===== src/rtl/acc_pkg.sv =====
package acc_pkg;

  typedef enum logic [2:0] {
    ST_ADDR  = 3'd0,
    ST_FETCH = 3'd1,
    ST_INC   = 3'd2,
    ST_EX1   = 3'd3,
    ST_EX2   = 3'd4,
    ST_HALT  = 3'd5
  } seq_state_e;

  typedef enum logic [1:0] {
    ALU_PASS = 2'd0,
    ALU_ADD  = 2'd1,
    ALU_SUB  = 2'd2
  } alu_op_e;

  localparam int OPC_W = 4;
  localparam logic [OPC_W-1:0] OPC_LOAD = 4'h0;
  localparam logic [OPC_W-1:0] OPC_ADD  = 4'h1;
  localparam logic [OPC_W-1:0] OPC_SUB  = 4'h2;
  localparam logic [OPC_W-1:0] OPC_OUT  = 4'hE;
  localparam logic [OPC_W-1:0] OPC_STOP = 4'hF;

endpackage


===== src/rtl/acc_mem.sv =====
module acc_mem #(
  parameter int DATA_W = 8,
  parameter int ADDR_W = 4
) (
  input  logic              clk,
  input  logic              we,
  input  logic [ADDR_W-1:0] waddr,
  input  logic [DATA_W-1:0] wdata,
  input  logic [ADDR_W-1:0] raddr,
  output logic [DATA_W-1:0] rdata
);
  localparam int DEPTH = 1 << ADDR_W;

  logic [DATA_W-1:0] store [DEPTH];

  // write port, gated by its enable
  always_ff @(posedge clk) begin
    if (we) store[waddr] <= wdata;
  end

  // registered read port, one cycle latency
  always_ff @(posedge clk) begin
    rdata <= store[raddr];
  end
endmodule


===== src/rtl/acc_alu.sv =====
module acc_alu
  import acc_pkg::*;
#(
  parameter int DATA_W = 8
) (
  input  alu_op_e           op,
  input  logic [DATA_W-1:0] acc,
  input  logic [DATA_W-1:0] operand,
  output logic [DATA_W-1:0] result
);
  always_comb begin
    unique case (op)
      ALU_ADD: result = acc + operand;
      ALU_SUB: result = acc - operand;
      default: result = operand;
    endcase
  end
endmodule


===== src/rtl/acc_seq.sv =====
module acc_seq
  import acc_pkg::*;
#(
  parameter int DATA_W = 8,
  parameter int ADDR_W = 4
) (
  input  logic              clk,
  input  logic              rst_n,
  input  logic [DATA_W-1:0] rdata,
  input  logic [DATA_W-1:0] alu_result,
  output alu_op_e           alu_op,
  output logic [DATA_W-1:0] acc,
  output logic [ADDR_W-1:0] raddr,
  output logic [ADDR_W-1:0] pc,
  output logic [DATA_W-1:0] out_data,
  output logic              out_valid,
  output logic              halted
);
  seq_state_e        state_q, state_d;
  logic [ADDR_W-1:0] pc_q, pc_d;
  logic [DATA_W-1:0] ir_q;
  logic [DATA_W-1:0] acc_q;
  logic [DATA_W-1:0] od_q;
  logic              ov_q, ov_d;
  logic              ir_en, pc_en, acc_en, od_en;
  logic [OPC_W-1:0]  opcode;
  logic [ADDR_W-1:0] operand_addr;

  assign opcode       = ir_q[DATA_W-1 -: OPC_W];
  assign operand_addr = ir_q[ADDR_W-1:0];

  // next-state and enable logic
  always_comb begin
    state_d = state_q;
    pc_d    = pc_q + 1'b1;
    ov_d    = 1'b0;
    ir_en   = 1'b0;
    pc_en   = 1'b0;
    acc_en  = 1'b0;
    od_en   = 1'b0;
    unique case (state_q)
      ST_ADDR:  state_d = ST_FETCH;
      ST_FETCH: begin
        ir_en   = 1'b1;
        state_d = ST_INC;
      end
      ST_INC: begin
        pc_en   = 1'b1;
        state_d = ST_EX1;
      end
      ST_EX1: begin
        unique case (opcode)
          OPC_LOAD, OPC_ADD, OPC_SUB: state_d = ST_EX2;
          OPC_OUT: begin
            od_en   = 1'b1;
            ov_d    = 1'b1;
            state_d = ST_ADDR;
          end
          OPC_STOP: state_d = ST_HALT;
          default:  state_d = ST_ADDR;
        endcase
      end
      ST_EX2: begin
        acc_en  = 1'b1;
        state_d = ST_ADDR;
      end
      ST_HALT: state_d = ST_HALT;
      default: state_d = ST_ADDR;
    endcase
  end

  always_comb begin
    unique case (opcode)
      OPC_ADD: alu_op = ALU_ADD;
      OPC_SUB: alu_op = ALU_SUB;
      default: alu_op = ALU_PASS;
    endcase
  end

  // operand read issued in EX1, instruction read in ADDR
  assign raddr = (state_q == ST_EX1) ? operand_addr : pc_q;

  // registers
  always_ff @(posedge clk or negedge rst_n) begin
    if (!rst_n) begin
      state_q <= ST_ADDR;
      pc_q    <= '0;
      ir_q    <= '0;
      acc_q   <= '0;
      od_q    <= '0;
      ov_q    <= 1'b0;
    end else begin
      state_q <= state_d;
      ov_q    <= ov_d;
      if (pc_en)  pc_q  <= pc_d;
      if (ir_en)  ir_q  <= rdata;
      if (acc_en) acc_q <= alu_result;
      if (od_en)  od_q  <= acc_q;
    end
  end

  assign acc       = acc_q;
  assign pc        = pc_q;
  assign out_data  = od_q;
  assign out_valid = ov_q;
  assign halted    = (state_q == ST_HALT);
endmodule


===== src/rtl/acc_core.sv =====
module acc_core
  import acc_pkg::*;
#(
  parameter int DATA_W = 8,
  parameter int ADDR_W = 4
) (
  input  logic              clk,
  input  logic              rst_n,
  input  logic              pre_we,
  input  logic [ADDR_W-1:0] pre_addr,
  input  logic [DATA_W-1:0] pre_data,
  output logic [DATA_W-1:0] out_data,
  output logic              out_valid,
  output logic              halted
);
  localparam int SYNC_STAGES = 2;

  logic [SYNC_STAGES-1:0] rst_sync_q;
  logic                   core_rst_n;
  logic [DATA_W-1:0]      mem_rdata;
  logic [ADDR_W-1:0]      mem_raddr;
  logic [DATA_W-1:0]      acc;
  logic [DATA_W-1:0]      alu_result;
  logic [ADDR_W-1:0]      pc;
  alu_op_e                alu_op;

  // reset: asserted at once, released after SYNC_STAGES edges
  always_ff @(posedge clk or negedge rst_n) begin
    if (!rst_n) rst_sync_q <= '0;
    else        rst_sync_q <= {rst_sync_q[SYNC_STAGES-2:0], 1'b1};
  end
  assign core_rst_n = rst_sync_q[SYNC_STAGES-1];

  acc_mem #(.DATA_W(DATA_W), .ADDR_W(ADDR_W)) u_mem (
    .clk   (clk),
    .we    (pre_we & ~core_rst_n),
    .waddr (pre_addr),
    .wdata (pre_data),
    .raddr (mem_raddr),
    .rdata (mem_rdata)
  );

  acc_alu #(.DATA_W(DATA_W)) u_alu (
    .op      (alu_op),
    .acc     (acc),
    .operand (mem_rdata),
    .result  (alu_result)
  );

  acc_seq #(.DATA_W(DATA_W), .ADDR_W(ADDR_W)) u_seq (
    .clk        (clk),
    .rst_n      (core_rst_n),
    .rdata      (mem_rdata),
    .alu_result (alu_result),
    .alu_op     (alu_op),
    .acc        (acc),
    .raddr      (mem_raddr),
    .pc         (pc),
    .out_data   (out_data),
    .out_valid  (out_valid),
    .halted     (halted)
  );
endmodule


===== config.mk =====
export PLATFORM = sky130hd
export DESIGN_NAME = acc_core
export DESIGN_NICKNAME = d
export VERILOG_FILES = /design/src/rtl/acc_pkg.sv /design/src/rtl/acc_mem.sv /design/src/rtl/acc_alu.sv /design/src/rtl/acc_seq.sv /design/src/rtl/acc_core.sv
export SDC_FILE = /design/constraint.sdc
export NUM_CORES = 1
export LEC_CHECK = 0
export ABC_AREA = 1
export BUFFER_PORTS_ARGS = -buffer_cell sky130_fd_sc_hd__buf_2
export CAP_MARGIN = 20
export CORE_MARGIN = 3
export CORE_UTILIZATION = 58
export CTS_BUF_LIST = sky130_fd_sc_hd__clkbuf_4 sky130_fd_sc_hd__clkbuf_8
export DETAILED_ROUTE_END_ITERATION = 8
export PLACE_DENSITY_LB_ADDON = 0.1
export REMOVE_ABC_BUFFERS = 1
export SLEW_MARGIN = 20
export SYNTH_ARGS = -nofsm -noshare
export SYNTH_HDL_FRONTEND = slang
export SYNTH_SLANG_ARGS = --single-unit

===== constraint.sdc =====
create_clock -name clk -period 1.05 [get_ports clk]
set_input_delay 0.1575 -clock clk [delete_from_list [all_inputs] [get_ports clk]]
set_output_delay 0.1575 -clock clk [all_outputs]
set_load 0.005 [all_outputs]

Yosys cells after proc, flatten, opt, wreduce, memory -nomap -nowiden
Memory sizes are Yosys's and may differ from the RTL's. A register that Yosys moved wholly into a read port is not among the register bits.
Index checks and enable logic that the tools add are counted.
{"block": "op_classes", "div": 0, "n_lt_le_gt_ge": 0, "mux": 12, "bitwise_logic": 2, "addsub": 3, "reduce_logical": 3, "n_shift": 0, "eq_ne": 11, "n_mul": 0}
{"operator": "8-bit one-hot mux with 2 select lines", "count": 1}
{"operator": "3-bit one-hot mux with 5 select lines", "count": 1}
{"operator": "8-bit adder", "count": 1}
{"operator": "4-bit equality test (second input constant)", "count": 2}
{"operator": "8-bit subtractor", "count": 1}
{"operator": "1-bit 2-to-1 mux", "count": 7}
{"operator": "3-bit by 2-bit equality test with 1-bit output (second input constant)", "count": 2}
{"operator": "3-bit equality test (second input constant)", "count": 2}
{"operator": "3-bit one-hot mux with 2 select lines", "count": 1}
{"operator": "4-bit by 1-bit adder with 4-bit output (second input constant)", "count": 1}
{"operator": "4-bit by 1-bit equality test with 1-bit output (second input constant)", "count": 1}
{"operator": "4-bit by 2-bit equality test with 1-bit output (second input constant)", "count": 1}
{"operator": "4-bit logical NOT", "count": 1}
{"operator": "4-bit 2-to-1 mux", "count": 1}
{"operator": "2-bit one-hot mux with 2 select lines", "count": 1}
{"operator": "3-bit by 1-bit equality test with 1-bit output (second input constant)", "count": 1}
{"operator": "3-bit logical NOT", "count": 1}
{"operator": "3-bit OR reduction", "count": 1}
{"operator": "2-bit by 1-bit equality test with 1-bit output (second input constant)", "count": 1}
{"operator": "2-bit equality test (second input constant)", "count": 1}
{"operator": "1-bit AND", "count": 1}
{"operator": "1-bit inverter", "count": 1}
{"block": "totals", "regBits": 34, "mem_bits_ro": 0, "latchBits": 0, "elab_cells": 39, "mem_bits_rw": 128, "memories": 1}
{"name": "u_mem.store", "depth": 16, "width": 8, "rd": 1, "rd_clocked_by_memory_dff": 1, "write_ports": 1, "line": "acc_mem.sv:14", "source": "logic [DATA_W-1:0] store [DEPTH];"}

Logic depth before layout (Yosys ltp)
Gate-level depths: netlist (run 1).
{"block": "logic_depth", "word_depth": 4, "ltp_mapped": 19, "depth_no_buf": 19}

Cells and area by module
From an unflattened synthesis (run 1), not the netlist that was laid out.
{"block": "hier_totals", "cells_unflattened": 836, "area_unflattened_um2": 7863.8}
{"mod": "acc_mem", "area_per_inst_um2": 5766.8, "cells_each": 551, "n_inst": 1}
{"mod": "acc_seq", "area_per_inst_um2": 1425.1, "cells_each": 169, "n_inst": 1}
{"mod": "acc_alu", "area_per_inst_um2": 608.1, "cells_each": 111, "n_inst": 1}
{"mod": "acc_core", "area_per_inst_um2": 63.8, "cells_each": 5, "n_inst": 1}

Least setup slack after synthesis (run 1)
No wires, ideal clock.
{"block": "synth_path", "path_kind": "flip-flop to flip-flop", "from": "register u_seq.ir_q[4]", "to": "register u_seq.acc_q[7], in the netlist u_seq.acc[7]", "path_stages_with_launch": 19, "setup_slack_ns": -1.388, "setup_ns": 0.117, "synth_period_minus_slack_ns": 2.438, "arrival_time_ns": 2.322, "cell_sequence": "dfrtp_1 > nor4_1 > ha_1 > inv_1 > nand2_1 > o21ai_0 > xor2_1 > inv_1 > ha_1 > nand2_1 > inv_1 > nand2_1 > nand2_1 > a21oi_1 > inv_1 > nand2_1 > nand3_1 > nand2_1 > nand2_1"}
{"block": "synth_via", "elab_chain_len": 4}
{"element": "start: declaration", "line": "acc_seq.sv:21", "source": "logic [DATA_W-1:0] ir_q;"}
{"element": "start signal: assignment", "line": "acc_seq.sv:96", "source": "if (ir_en) ir_q <= rdata;"}
{"element": "4-bit by 2-bit equality test with 1-bit output or 4-bit by 1-bit equality test with 1-bit output (tied branches)", "line": "acc_seq.sv:73", "source": "unique case (opcode)"}
{"element": "2-bit one-hot mux with 2 select lines *", "line": "acc_seq.sv:73"}
{"element": "2-bit equality test or 2-bit by 1-bit equality test with 1-bit output (tied branches)", "line": "acc_alu.sv:12", "source": "unique case (op)"}
{"element": "8-bit one-hot mux with 2 select lines *", "line": "acc_alu.sv:12"}
{"element": "end signal: assignment", "line": "acc_seq.sv:97", "source": "if (acc_en) acc_q <= alu_result;"}
{"element": "end: declaration", "line": "acc_seq.sv:22", "source": "logic [DATA_W-1:0] acc_q;"}
Every way passes the cells marked *; elsewhere a longest branch is shown, timed or not.
A chain may end at the register's enable or synchronous reset.

Worst setup path after layout (run 1)
{"block": "layout_path", "from": "register u_seq.ir_q[7]", "to": "register u_seq.acc_q[7], in the netlist u_seq.acc[7]"}
Same word-level chain as after synthesis.

==> results.md, run 1 <==
- In this run the count of I/O pins placed on the die edge is 25.
- The die area is about 0.015 mm^2.
- Setup violations remaining at the end of the flow were counted as 178.
- The detailed-route vias per instance is 6.31.
- Synthesis instantiated 34 different standard cells from the library.
- Setup repair after global routing could not meet its margin everywhere.
- Dividing the detail-routed wire length by the instance count gives approximately 26 um.
- The most frequently used flop master after synthesis is sky130_fd_sc_hd__edfxtp_1.
- Summed over all nets, the half-perimeter wirelength after detailed placement is 12.5 mm.
- The clock slew seen by the registers of the worst setup and hold paths is 0.12 ns.
- The category of the critical setup timing path is reg -> reg.
- The source of the critical timing path is u_seq.ir_q[7].
- The power density relative to cell area is about 3700 mW/mm^2.
- The run finished, with violations left.
- The number of global-route vias before repair was about 6500.
- The post-detailed-route count of antenna-violating nets is 0.
- The origin of the worst min-delay path is pre_data[7].
- The clock reaches the later pin of the worst-skew pair after approximately 0.5 ns.
- The kind of end point of the critical path is a register.
- The via count is around 7300.
- The total length of routed wires is roughly 30 mm.
- The DRC violation total after the first TritonRoute iteration is approximately 1100.
- At the worst endpoint, the required time is around 1.4 ns.
- In this run, CTS created clock tree buffers numbering 17.
- The setup slack of the critical path after layout is -1.53 ns.
- The share of synthesized area occupied by flip-flops and latches is between 60 and 70%.
- The checks that failed: negative setup slack.
- Data on the critical path arrives at its endpoint at roughly 3.0 ns.
- The peak supply drop is ~2.1 mV.
- The capture point of the worst path is u_seq.acc[7].
- The number of failing hold endpoints at the final stage is 0.
- The detailed-router iteration count before antenna repair is 6.
- Setup total negative slack on the finished layout was measured at -89.92 ns.
- Counting along the longest clock path gives a buffer depth of 2.
- After layout, the worst path uses 246% of the clock period.
- The initial standard-cell utilization of the core is slightly above 60%.
- The smallest clock period supported by the final layout is computed as about 2.6 ns.
- Counting flops with a built-in enable in the synthesized netlist gives 128.
- The die is 122 um tall.
- The worst register-to-register path begins at u_seq.ir_q[7].
- TritonCTS built the clock tree.
- The number of antenna violations at the first check in global routing is 0.
- The number of core rows is a little over 40.
- The floorplan step set the die width to 122 um.
- The number of nets at the end of the flow is approximately 1000.
- The wire length of the first global-routing pass is 34.9 mm.
- On the final layout, the worst clock skew is 0.0219 ns.
- The class of the tightest hold or removal check is in -> reg.
- The biggest fanout along the worst timing path is 6.
- The total of max-cap violations is 0.
- The instance count of the mapped netlist is between 800 and 900.
- The H-tree level count is 4.
- The antenna diode instance count is 0.
- The count of state elements after synthesis is 170.
- The fraction of layout cells with a size suffix above 1 is 44.7%.
- The depth of the worst register-to-register path is 17.
- The DRC violations left is 0.
- OpenSTA, run right after detailed placement, puts the worst setup slack at -1.45 ns.
- Summed over all cells, the static leakage comes to 5.19 nW.
- The worst setup path is launched from a register.
- The slack of the worst reg-to-reg path is -1.53 ns.
- The congestion estimate from routability-driven global placement came to roughly 0.93.
- The tree is rooted in a sky130_fd_sc_hd__clkbuf_8.
- The global route total overflow is 0.
- The area of the placeable core is 0.0129 mm^2.
- The post-synthesis cell area is slightly below 0.008 mm^2.
- The clock net sink count is 170.
- During placement, the flow inserted port buffers numbering 24.
- After synthesis, the mean cell area works out to a little under 10 um^2.
- The max-slew violation count is 0.
- The total routing usage reported by global routing is between 30% and 40%.
- Of all flip-flops after synthesis, the portion carrying an async set or reset was 20.0%.
- The reg-to-reg endpoint is u_seq.acc[7].
- For this run, the number of Yosys warnings is 0.
- The maximum clock frequency is 387 MHz.
- From synthesis to final layout, the design area changed by 50.1%.
- The pin count of the biggest net entering global routing is 33.
[cell families after synthesis]
group,Yosys count,share of synthesized area [%]
flops,170,61.8
xor+xnor,10,1.12
fa+ha+maj,11,1.85
buf+inv,187,9.46
other cells,1,0.0477
compound gates,48,3.47
simple gates,382,22.2
[power breakdown]
group	leakage, nW	switching, mW	internal, mW
Sequential	1.65	0.827	8.03
Clock	0.233	2.75	2.93
Combinational	3.31	16.6	12.9
Total	5.19	20.2	23.9
[synth_stat cells, types with 2 or more instances]
library cell,n,area share [%]
sky130_fd_sc_hd__xor2_1,10,1.1
sky130_fd_sc_hd__dfrtp_1,34,11
sky130_fd_sc_hd__o21ai_0,25,1.6
sky130_fd_sc_hd__nand4_1,2,0.16
sky130_fd_sc_hd__nand3_1,137,8.7
sky130_fd_sc_hd__buf_4,3,0.29
sky130_fd_sc_hd__inv_2,3,0.14
sky130_fd_sc_hd__o21ai_2,2,0.22
sky130_fd_sc_hd__inv_1,157,7.5
sky130_fd_sc_hd__a21oi_1,13,0.83
sky130_fd_sc_hd__nand3b_1,19,1.8
sky130_fd_sc_hd__ha_1,10,1.6
sky130_fd_sc_hd__dfxtp_1,8,2.0
sky130_fd_sc_hd__buf_2,18,1.1
sky130_fd_sc_hd__nor2_1,32,1.5
sky130_fd_sc_hd__nand2_1,181,8.7
sky130_fd_sc_hd__o211ai_1,2,0.19
sky130_fd_sc_hd__edfxtp_1,128,49
sky130_fd_sc_hd__nor4_1,2,0.16
sky130_fd_sc_hd__nor3_1,4,0.25
sky130_fd_sc_hd__clkbuf_1,5,0.24
sky130_fd_sc_hd__nand2_4,2,0.29
[critical path: stages, from the launching register on]
cell,delay (ns)
sky130_fd_sc_hd__dfrtp_1,0.45
sky130_fd_sc_hd__nor4_4,0.31
sky130_fd_sc_hd__ha_4,0.21
sky130_fd_sc_hd__inv_6,0.06
sky130_fd_sc_hd__o31ai_4,0.05
sky130_fd_sc_hd__xor2_1,0.27
sky130_fd_sc_hd__inv_1,0.12
sky130_fd_sc_hd__ha_4,0.24
sky130_fd_sc_hd__nand2_2,0.08
sky130_fd_sc_hd__inv_1,0.05
sky130_fd_sc_hd__nand2_1,0.06
sky130_fd_sc_hd__nand2_1,0.06
sky130_fd_sc_hd__a21oi_2,0.12
sky130_fd_sc_hd__inv_1,0.07
sky130_fd_sc_hd__nand2_1,0.08
sky130_fd_sc_hd__nand3_1,0.08
sky130_fd_sc_hd__nand2_1,0.09
sky130_fd_sc_hd__nand2_1,0.05
[state kept, by name (all words and copies together) (netlist names)]
name             cells
rst_sync_q           2
u_seq.acc            8
u_seq.out_data       8
u_seq.ir_q           8
u_seq.out_valid      1
u_mem.rdata          8
u_seq.pc             4
u_mem.store        128
u_seq.state_q        3
[per-stage QoR]
step / util, % / power, mW / cell area (um^2) / instances / hold slack [ns]
4_1_cts: 82.8 / 36.3 / 10700 / 1141 / 0.0769
3_5_place_dp: 67.7 / 22.9 / 8750 / 1062 / -0.0563
3_3_place_gp: 67.7 / 22.5 / 8750 / 1062 / -0.0576
2_1_floorplan: - / 16.7 / 7710 / 782 / -0.138
6_report: 91.2 / 44.1 / 11800 / 1163 / 0.0770
5_1_grt: 91.2 / 45.4 / 11800 / 1163 / 0.0607
[placed cells by master (no fill, tap or decap), types with 5 or more instances in the layout]
cell type                   instances
sky130_fd_sc_hd__a21oi_1            8
sky130_fd_sc_hd__a21oi_2            5
sky130_fd_sc_hd__buf_12            12
sky130_fd_sc_hd__buf_16            10
sky130_fd_sc_hd__buf_2             24
sky130_fd_sc_hd__buf_4             69
sky130_fd_sc_hd__buf_6             49
sky130_fd_sc_hd__bufinv_16          5
sky130_fd_sc_hd__clkbuf_16          5
sky130_fd_sc_hd__clkbuf_8          17
sky130_fd_sc_hd__dfrtp_1           32
sky130_fd_sc_hd__dfxtp_1            8
sky130_fd_sc_hd__edfxtp_1         128
sky130_fd_sc_hd__ha_1               5
sky130_fd_sc_hd__ha_4               5
sky130_fd_sc_hd__inv_1            150
sky130_fd_sc_hd__inv_2              5
sky130_fd_sc_hd__inv_6              6
sky130_fd_sc_hd__nand2_1          115
sky130_fd_sc_hd__nand2_2           47
sky130_fd_sc_hd__nand2_4           15
sky130_fd_sc_hd__nand2_8            7
sky130_fd_sc_hd__nand3_1           33
sky130_fd_sc_hd__nand3_2           68
sky130_fd_sc_hd__nand3_4           37
sky130_fd_sc_hd__nand3b_1          19
sky130_fd_sc_hd__nor2_1            11
sky130_fd_sc_hd__nor2_2             9
sky130_fd_sc_hd__nor2_4            12
sky130_fd_sc_hd__o21ai_0            6
sky130_fd_sc_hd__o21ai_1           11
sky130_fd_sc_hd__o21ai_2            9
sky130_fd_sc_hd__xor2_1            10
[routing by layer]
layer	routed length [um]	up-vias	global-route usage [%]
met5	0	-	0
met4	2450	0	16.0
met3	3670	229	9.82
met2	14600	684	51.4
met1	9650	3443	39.2
li1	-	2979	-
[worst min path at each step]
stage	to	cells past startpoint
finish	u_mem.store[15][7]	1
global route	u_mem.store[13][0]	1
CTS	u_mem.store[15][7]	1
detailed placement	rst_sync_q[0]	1
global placement	rst_sync_q[0]	1
floorplan	rst_sync_q[0]	0
[repair_timing]
action / 4_1_cts / 5_1_grt
endpoints found under the hold margin: 2 / 0
resized for setup: 221 / 193
endpoints found under the setup margin: 178 / 178
hold buffers: 2 / 0
cloned: 13 / 6
pin swaps: 78 / 84
buffers inserted: 35 / 23
[cell type report]
type | instances | area (um^2)
Clock inverter | 14 | 231
Timing Repair inverter | 1 | 7.51
Clock buffer | 18 | 241
Fill cell | 432 | 1140
Multi-Input combinational cell | 453 | 3700
Inverter | 160 | 622
Timing Repair Buffer | 175 | 1910
Tap cell | 172 | 215
Sequential cell | 170 | 4860
Power figures use the tool's default switching activity.
==> run 2: changes to the inputs <==
--- a/config.mk
+++ b/config.mk
@@ -8,10 +8,12 @@
 export ABC_AREA = 1
 export BUFFER_PORTS_ARGS = -buffer_cell sky130_fd_sc_hd__buf_2
 export CAP_MARGIN = 20
+export CORE_ASPECT_RATIO = 2
 export CORE_MARGIN = 3
 export CORE_UTILIZATION = 58
 export CTS_BUF_LIST = sky130_fd_sc_hd__clkbuf_4 sky130_fd_sc_hd__clkbuf_8
 export DETAILED_ROUTE_END_ITERATION = 8
+export GPL_ROUTABILITY_DRIVEN = 0
 export PLACE_DENSITY_LB_ADDON = 0.1
 export REMOVE_ABC_BUFFERS = 1
 export SLEW_MARGIN = 20
==> results.md, run 2 (synthesized netlist as in run 1, its figures left out) <==
- In the final layout, the share of cells above drive strength 1 is roughly two fifths.
- The max-slew violation count is 0.
- The startpoint identified for the worst register-to-register timing path is u_seq.ir_q[7].
- The origin of the worst min-delay path is pre_data[7].
- The via count is about 6700.
- The maximum clock frequency is about 390 MHz.
- The run finished, with violations left.
- Clock tree synthesis found a total of 170 sinks.
- Once placement finished, the instance area stood at 0.00875 mm^2.
- For hold timing, the worst endpoint is u_mem.store[1][7].
- The most common cell after layout, fill and taps aside is sky130_fd_sc_hd__inv_1.
- The detailed-router iteration count before antenna repair is 6.
- The reg-to-reg endpoint is u_seq.acc[6].
- The area of the placeable core is between 0.01 and 0.015 mm^2.
- The cell sitting at the root of the clock tree is a sky130_fd_sc_hd__clkbuf_8.
- The global route total overflow is 0.
- The number of failing hold endpoints at the final stage is 0.
- The die span in y is 171 um.
- The count of input and output buffers is 24.
- The total routing usage reported by global routing is between 30% and 40%.
- The clock buffer count from CTS is 17.
- The setup check on the worst reg-to-reg path leaves a slack of -1.50 ns.
- The pin count of the biggest net entering global routing is 33.
- The number of nets at the end of the flow is about 1000.
- The completed layout was analyzed and its total power is 38.5 mW.
- The area overhead of the layout relative to synthesis is 43.0%.
- TritonCTS built the clock tree.
- After floorplanning, the core was divided into between 50 and 60 placement rows.
- The class of the tightest hold or removal check is in -> reg.
- Once layout is done, the placed cells without fillers occupy between 0.01 and 0.015 mm^2.
- STA puts the critical path data arrival time at 2.93 ns.
- The detailed-route wire length on metal 1 is about 7.4 mm.
- The I/O pin count is 25.
- Dividing total power by cell area gives a power density of approximately 3400 mW/mm^2.
- The number of cells on the worst reg-to-reg path is 16.
- The critical path startpoint category is a register.
- Across all setup checks in the final design, the least slack found is -1.50 ns.
- Counting instances, the worst hold path has a depth of 1.
- The average wire per cell in the routed design is ~21 um.
- The routed design uses between 10 and 15 mm of met2 wire.
- The H-tree was split into 4 levels.
- The number of global-route vias before repair is about 6800.
- The checks that failed: negative setup slack.
- Across all hold checks on the routed design, the worst slack comes to about 0.078 ns.
- Measured on the finished design, the core utilization comes to between 80% and 90%.
- The antenna diode instance count is 0.
- The required time of the worst setup path is around 1.4 ns.
- The initial utilization of the core area, before any placement, comes to ~60%.
- The deepest clock path buffer count is 2.
- The tool flagged a number of max-cap violations equal to 0.
- The final-layout setup total negative slack is -88.81 ns.
- The biggest fanout along the worst timing path is 4.
- Dividing the final minimum period by the clock period gives 243%.
- The wire-length estimate of the detail-placed layout is 12.6 mm.
- The critical path in this run is classified as reg -> reg.
- After clock tree synthesis, the clock-pin slew on the worst setup and hold paths is 0.11 ns.
- The first global-routing pass estimated between 30 and 40 mm of wire.
- The register with the most flip-flops in the layout has around 130 of them.
- The number of antenna violations at the first check in global routing is 0.
- The DRC violations left is 0.
- The register with the most flip-flops in the final layout is u_mem.store.
- The top routing layer in use is met4.
- The detailed-route vias per instance is approximately 6.
- Once detail routing completed, the nets flagged for antenna violations numbered 0.
- The clock skew is between 0.015 and 0.02 ns.
- Setup violations remaining at the end of the flow were counted as ~180.
- The insertion delay of the later-clocked pin in the worst-skew pair is between 0.4 and 0.5 ns.
- The die area is roughly 0.015 mm^2.
- The routed design has 24.4 mm of wire.
- The time the final worst path needs with I/O delays and setup is roughly 2.5 ns.
- In the layout the commonest cells are sky130_fd_sc_hd__inv_1, sky130_fd_sc_hd__edfxtp_1, sky130_fd_sc_hd__nand2_1.
- The peak supply drop is between 1.5 and 2 mV.
- The kind of end point of the critical path is a register.
- Setup repair after global routing could not meet its margin everywhere.
- The die width is ~90 um.
- In this run, the number of DRC markers left after iteration 0 of detailed routing was 603.
- Wire segments on met3 add up to 1.62 mm in the final route.
- The total leakage power is 5.07 nW.
[run 2: cell types whose count changed in the layout (fill, tap and decap cells not counted), moves of 4 or more]
cell / change
sky130_fd_sc_hd__nand3_2: +6
sky130_fd_sc_hd__buf_4: -7
sky130_fd_sc_hd__clkinv_8: +4
sky130_fd_sc_hd__bufinv_16: -5
sky130_fd_sc_hd__nand2_4: +9
sky130_fd_sc_hd__nand2_2: -8
sky130_fd_sc_hd__clkbuf_16: -4
sky130_fd_sc_hd__nand3_4: -31
sky130_fd_sc_hd__buf_12: +5
sky130_fd_sc_hd__nand3_1: +25
[run 2: stage by stage]
| step | worst slack (ns) | cells |
|---|---|---|
| finish | -1.50 | 1138 |
| global route | -1.66 | 1138 |
| CTS | -1.33 | 1130 |
| detailed placement | -1.48 | 1042 |
| global placement | -1.41 | 1042 |
| floorplan | -1.39 | 782 |
[run 2: what timing repair did]
item | in CTS | in global routing
buffers inserted | 44 | 20
gates resized for setup | 237 | 121
gates cloned | 14 | 1
endpoints found under the hold margin | 2 | 0
hold buffers | 2 | 0
setup endpoints to repair | 177 | 178
pin swaps | 79 | 46
[run 2: worst max-delay path by stage]
stage	slack [ns]	cells after the start	to	start
after floorplan	-1.39	18	u_seq.acc[7]	u_seq.ir_q[4]
after global placement	-1.41	17	u_seq.acc[6]	u_seq.ir_q[7]
after detailed placement	-1.48	17	u_seq.acc[6]	u_seq.ir_q[7]
after CTS	-1.33	13	u_seq.acc[3]	u_seq.ir_q[6]
after global routing	-1.66	15	u_seq.acc[6]	u_seq.ir_q[7]
final	-1.50	16	u_seq.acc[6]	u_seq.ir_q[7]
[run 2: routing by layer]
layer  GRT usage, %  up-vias
met1           30.2     3156
met4           25.9        0
li1               -     2959
met2           57.5      394
met3           6.89      171
met5              0        -
[run 2: cell type report]
| type | count | area, um^2 |
|---|---|---|
| Tap cell | 152 | 190 |
| Multi-Input combinational cell | 452 | 3300 |
| Clock inverter | 15 | 170 |
| Sequential cell | 170 | 4860 |
| Timing Repair Buffer | 171 | 1860 |
| Fill cell | 607 | 1910 |
| Inverter | 160 | 614 |
| Timing Repair inverter | 1 | 7.51 |
| Clock buffer | 17 | 234 |
[run 2: power by group]
group	leakage, nW	internal (mW)	total, mW	switching, mW
sequential	1.65	8.04	8.79	0.756
clock	0.207	1.82	4.64	2.82
combinational	3.22	11.4	25.1	13.7
[run 2: worst max-delay path, cell delays in order (launching register included)]
cell	delay (ns)
sky130_fd_sc_hd__dfrtp_2	0.46
sky130_fd_sc_hd__nor2_2	0.15
sky130_fd_sc_hd__nand3_1	0.13
sky130_fd_sc_hd__ha_2	0.24
sky130_fd_sc_hd__buf_4	0.14
sky130_fd_sc_hd__o21ai_2	0.13
sky130_fd_sc_hd__xor2_1	0.18
sky130_fd_sc_hd__inv_1	0.09
sky130_fd_sc_hd__ha_4	0.27
sky130_fd_sc_hd__buf_4	0.12
sky130_fd_sc_hd__nand2_1	0.06
sky130_fd_sc_hd__inv_2	0.05
sky130_fd_sc_hd__nand4_1	0.11
sky130_fd_sc_hd__nand3_2	0.10
sky130_fd_sc_hd__nor2_1	0.04
sky130_fd_sc_hd__o21ai_1	0.12
sky130_fd_sc_hd__nand2_1	0.06
==> run 3: changes to the inputs <==
--- a/config.mk
+++ b/config.mk
@@ -10,8 +10,8 @@
 export CAP_MARGIN = 20
 export CORE_ASPECT_RATIO = 2
 export CORE_MARGIN = 3
-export CORE_UTILIZATION = 58
-export CTS_BUF_LIST = sky130_fd_sc_hd__clkbuf_4 sky130_fd_sc_hd__clkbuf_8
+export CORE_UTILIZATION = 60
+export CTS_BUF_LIST = sky130_fd_sc_hd__clkbuf_4
 export DETAILED_ROUTE_END_ITERATION = 8
 export GPL_ROUTABILITY_DRIVEN = 0
 export PLACE_DENSITY_LB_ADDON = 0.1
==> constraint.sdc (replaced) <==
create_clock -name clk -period 2.35 [get_ports clk]
set_input_delay 0.3525 -clock clk [delete_from_list [all_inputs] [get_ports clk]]
set_output_delay 0.3525 -clock clk [all_outputs]
set_load 0.005 [all_outputs]
==> results.md, run 3 (synthesized netlist as in run 1, its figures left out) <==
- The run finished, with violations left.
- The checks that failed: negative setup slack.
- The final clock period utilization by the worst path is 106%.
- The floorplan step set the die width to around 87 um.
- The cell family contributing the most delay on the critical path is simple AND/OR/NAND/NOR gates.
- In the layout the commonest cells are sky130_fd_sc_hd__nand2_1, sky130_fd_sc_hd__inv_1, sky130_fd_sc_hd__nand3_1.
- The insertion delay of the later-clocked pin in the worst-skew pair is between 0.5 and 0.6 ns.
- The critical path's most frequent cell is sky130_fd_sc_hd__nand2_1.
- The floorplan has 58 rows.
- The clock net sink count is 170.
- After detailed routing, the number of remaining DRC violations is 0.
- The detailed-route vias per instance is around 5.6.
- Across all layers, the routed design uses approximately 5700 vias.
- The peak per-stage delay on the critical path is ~0.48 ns.
- The startpoint of the lowest-slack register-to-register path is u_seq.ir_q[6].
- Clock-pin slew was measured on the worst setup and hold paths at around 0.16 ns.
- In this run the worst setup path begins at u_seq.ir_q[6].
- The count of input and output buffers is 24.
- The kind of end point of the critical path is a register.
- The post-layout instance area is approximately 0.0088 mm^2.
- The total routing usage reported by global routing is between 20% and 30%.
- The register with the most flip-flops in the layout has 128 of them.
- At the end of the flow the core is filled with cells to 69.3%.
- The placed instances occupy a cell area of 0.00836 mm^2.
- The clock buffer count from CTS is 17.
- The most common cell after layout, fill and taps aside is sky130_fd_sc_hd__nand2_1.
- The total power of the final layout is around 12 mW.
- The worst-path cell with the longest stage delay is sky130_fd_sc_hd__dfrtp_2.
- Global routing finished with a remaining overflow of 0.
- The category of the critical setup timing path is reg -> reg.
- In the final design database the tool counted about 890 nets.
- Counting I/O delays and the setup requirement, the final critical path takes approximately 2.5 ns.
- The number of antenna violations at the first check in global routing was 1.
- The clock skew is 0.0258 ns.
- Traced cell by cell, the critical path runs through nor4_2, ha_2, inv_4, nand2_4, buf_4, xor2_1, inv_1, ha_4, nand2_1, inv_1, nand2_1, nand2_1, nor2_1, o21ai_0, nand2_1, nand2_1.
- The biggest fanout along the worst timing path is 6.
- The area of the placeable core is 0.0127 mm^2.
- The pin count of the biggest net entering global routing is 49.
- Of the cells placed in the final design, the portion with a size suffix greater than 1 is between 10 and 15%.
- The root buffer selected by CTS is sky130_fd_sc_hd__clkbuf_4.
- Setup violations remaining at the end of the flow were counted as 4.
- The die is about 170 um tall.
- The detailed-router iteration count before antenna repair is 4.
- The I/O pin count is 25.
- The buffer and inverter count on the worst path is 4.
- The post-DP HPWL is between 10 and 15 mm.
- The die area is between 0.01 and 0.015 mm^2.
- The max-slew violation count is 0.
- The required time of the worst setup path is about 2.8 ns.
- The H-tree level count is 4.
- The wire length of the first global-routing pass is about 28 mm.
- In this run the power density over the cells is between 1000 and 1500 mW/mm^2.
- TritonCTS built the clock tree.
- The total of max-cap violations is 0.
- STA classifies the critical path startpoint as a register.
- The tightest min-delay check is of the in -> async type.
- STA puts the critical path data arrival time at ~3.0 ns.
- The area growth from synthesis to layout is 12.0%.
- After detailed routing, the average wire length per cell comes to 17.3 um.
- The deepest clock path buffer count is 2.
- The peak supply drop is roughly 1.2 mV.
- The non-filler instance count after layout is between 1000 and 1500.
- Summed over all layers, the routed wires come to about 18 mm.
- After the first detailed-routing iteration, the DRC count stood at roughly 340.
- Counting tap cells, the placed design contains a total of approximately 1000 instances.
- The initial utilization of the core area, before any placement, comes to 61.8%.
- The most flop-heavy register is u_mem.store.
- The maximum clock frequency is slightly above 400 MHz.
- Setup repair after global routing could not meet its margin everywhere.
- For this design the static power due to leakage is 4.01 nW.
- Final hold analysis gives a worst-case slack of 0.105 ns.
- The setup slack of the critical path after layout is -0.133 ns.
- Once detail routing completed, the nets flagged for antenna violations numbered 0.
- The number of global-route vias before repair came to 5756.
- The number of failing hold endpoints at the final stage came to 0.
run 3: area by class of cell:
cell class	instances	area, um^2
antenna	1	2.50
fill	993	3900
clock inverter	15	148
timing repair buffer	67	503
multi-input combinational	452	2370
sequential	170	4860
tap	150	188
clock buffer	17	128
inverter	160	603
run 3: final timing paths:
path	cells past startpoint	to	slack (ns)
worst max register to register	16	u_seq.acc[5]	-0.13
worst min-delay path	2	rst_sync_q[1]	0.11
worst max-delay path	16	u_seq.acc[5]	-0.13
worst min register to register	1	u_seq.pc[1]	0.36
min in group clk	1	u_mem.store[3][1]	0.20
max in group asynchronous	1	u_seq.ir_q[7]	1.66
run 3: what timing repair did:
action | 4_1_cts | 5_1_grt
hold buffers | 1 | 0
resized for setup | 21 | 13
setup endpoints to repair | 5 | 7
pin swaps | 8 | 10
endpoints found under the hold margin | 2 | 0
setup buffers | 1 | 2
run 3: metal layers:
| layer | routed length (um) | global-route usage (%) | share of wire (%) | up-vias |
|---|---|---|---|---|
| met1 | 6230 | 26.8 | 35 | 2783 |
| met2 | 10200 | 48.4 | 57 | 176 |
| met3 | 594 | 4.21 | 3.3 | 43 |
| met5 | 0 | 0 | 0 | - |
| li1 | - | - | - | 2742 |
| met4 | 800 | 13.0 | 4.5 | 0 |
run 3: through the flow:
step | setup TNS (ns) | setup WS, ns
2_1_floorplan | -0.0875 | -0.0875
3_3_place_gp | -0.338 | -0.128
3_5_place_dp | -0.852 | -0.282
4_1_cts | -0.254 | -0.0905
5_1_grt | -1.14 | -0.309
6_report | -0.340 | -0.133
run 3: where the power goes:
group / internal, mW / total [mW] / switching [mW] / leakage (nW)
clock: 0.482 / 1.60 / 1.11 / 0.149
sequential: 3.58 / 3.89 / 0.305 / 1.65
combinational: 2.30 / 6.25 / 3.96 / 2.21
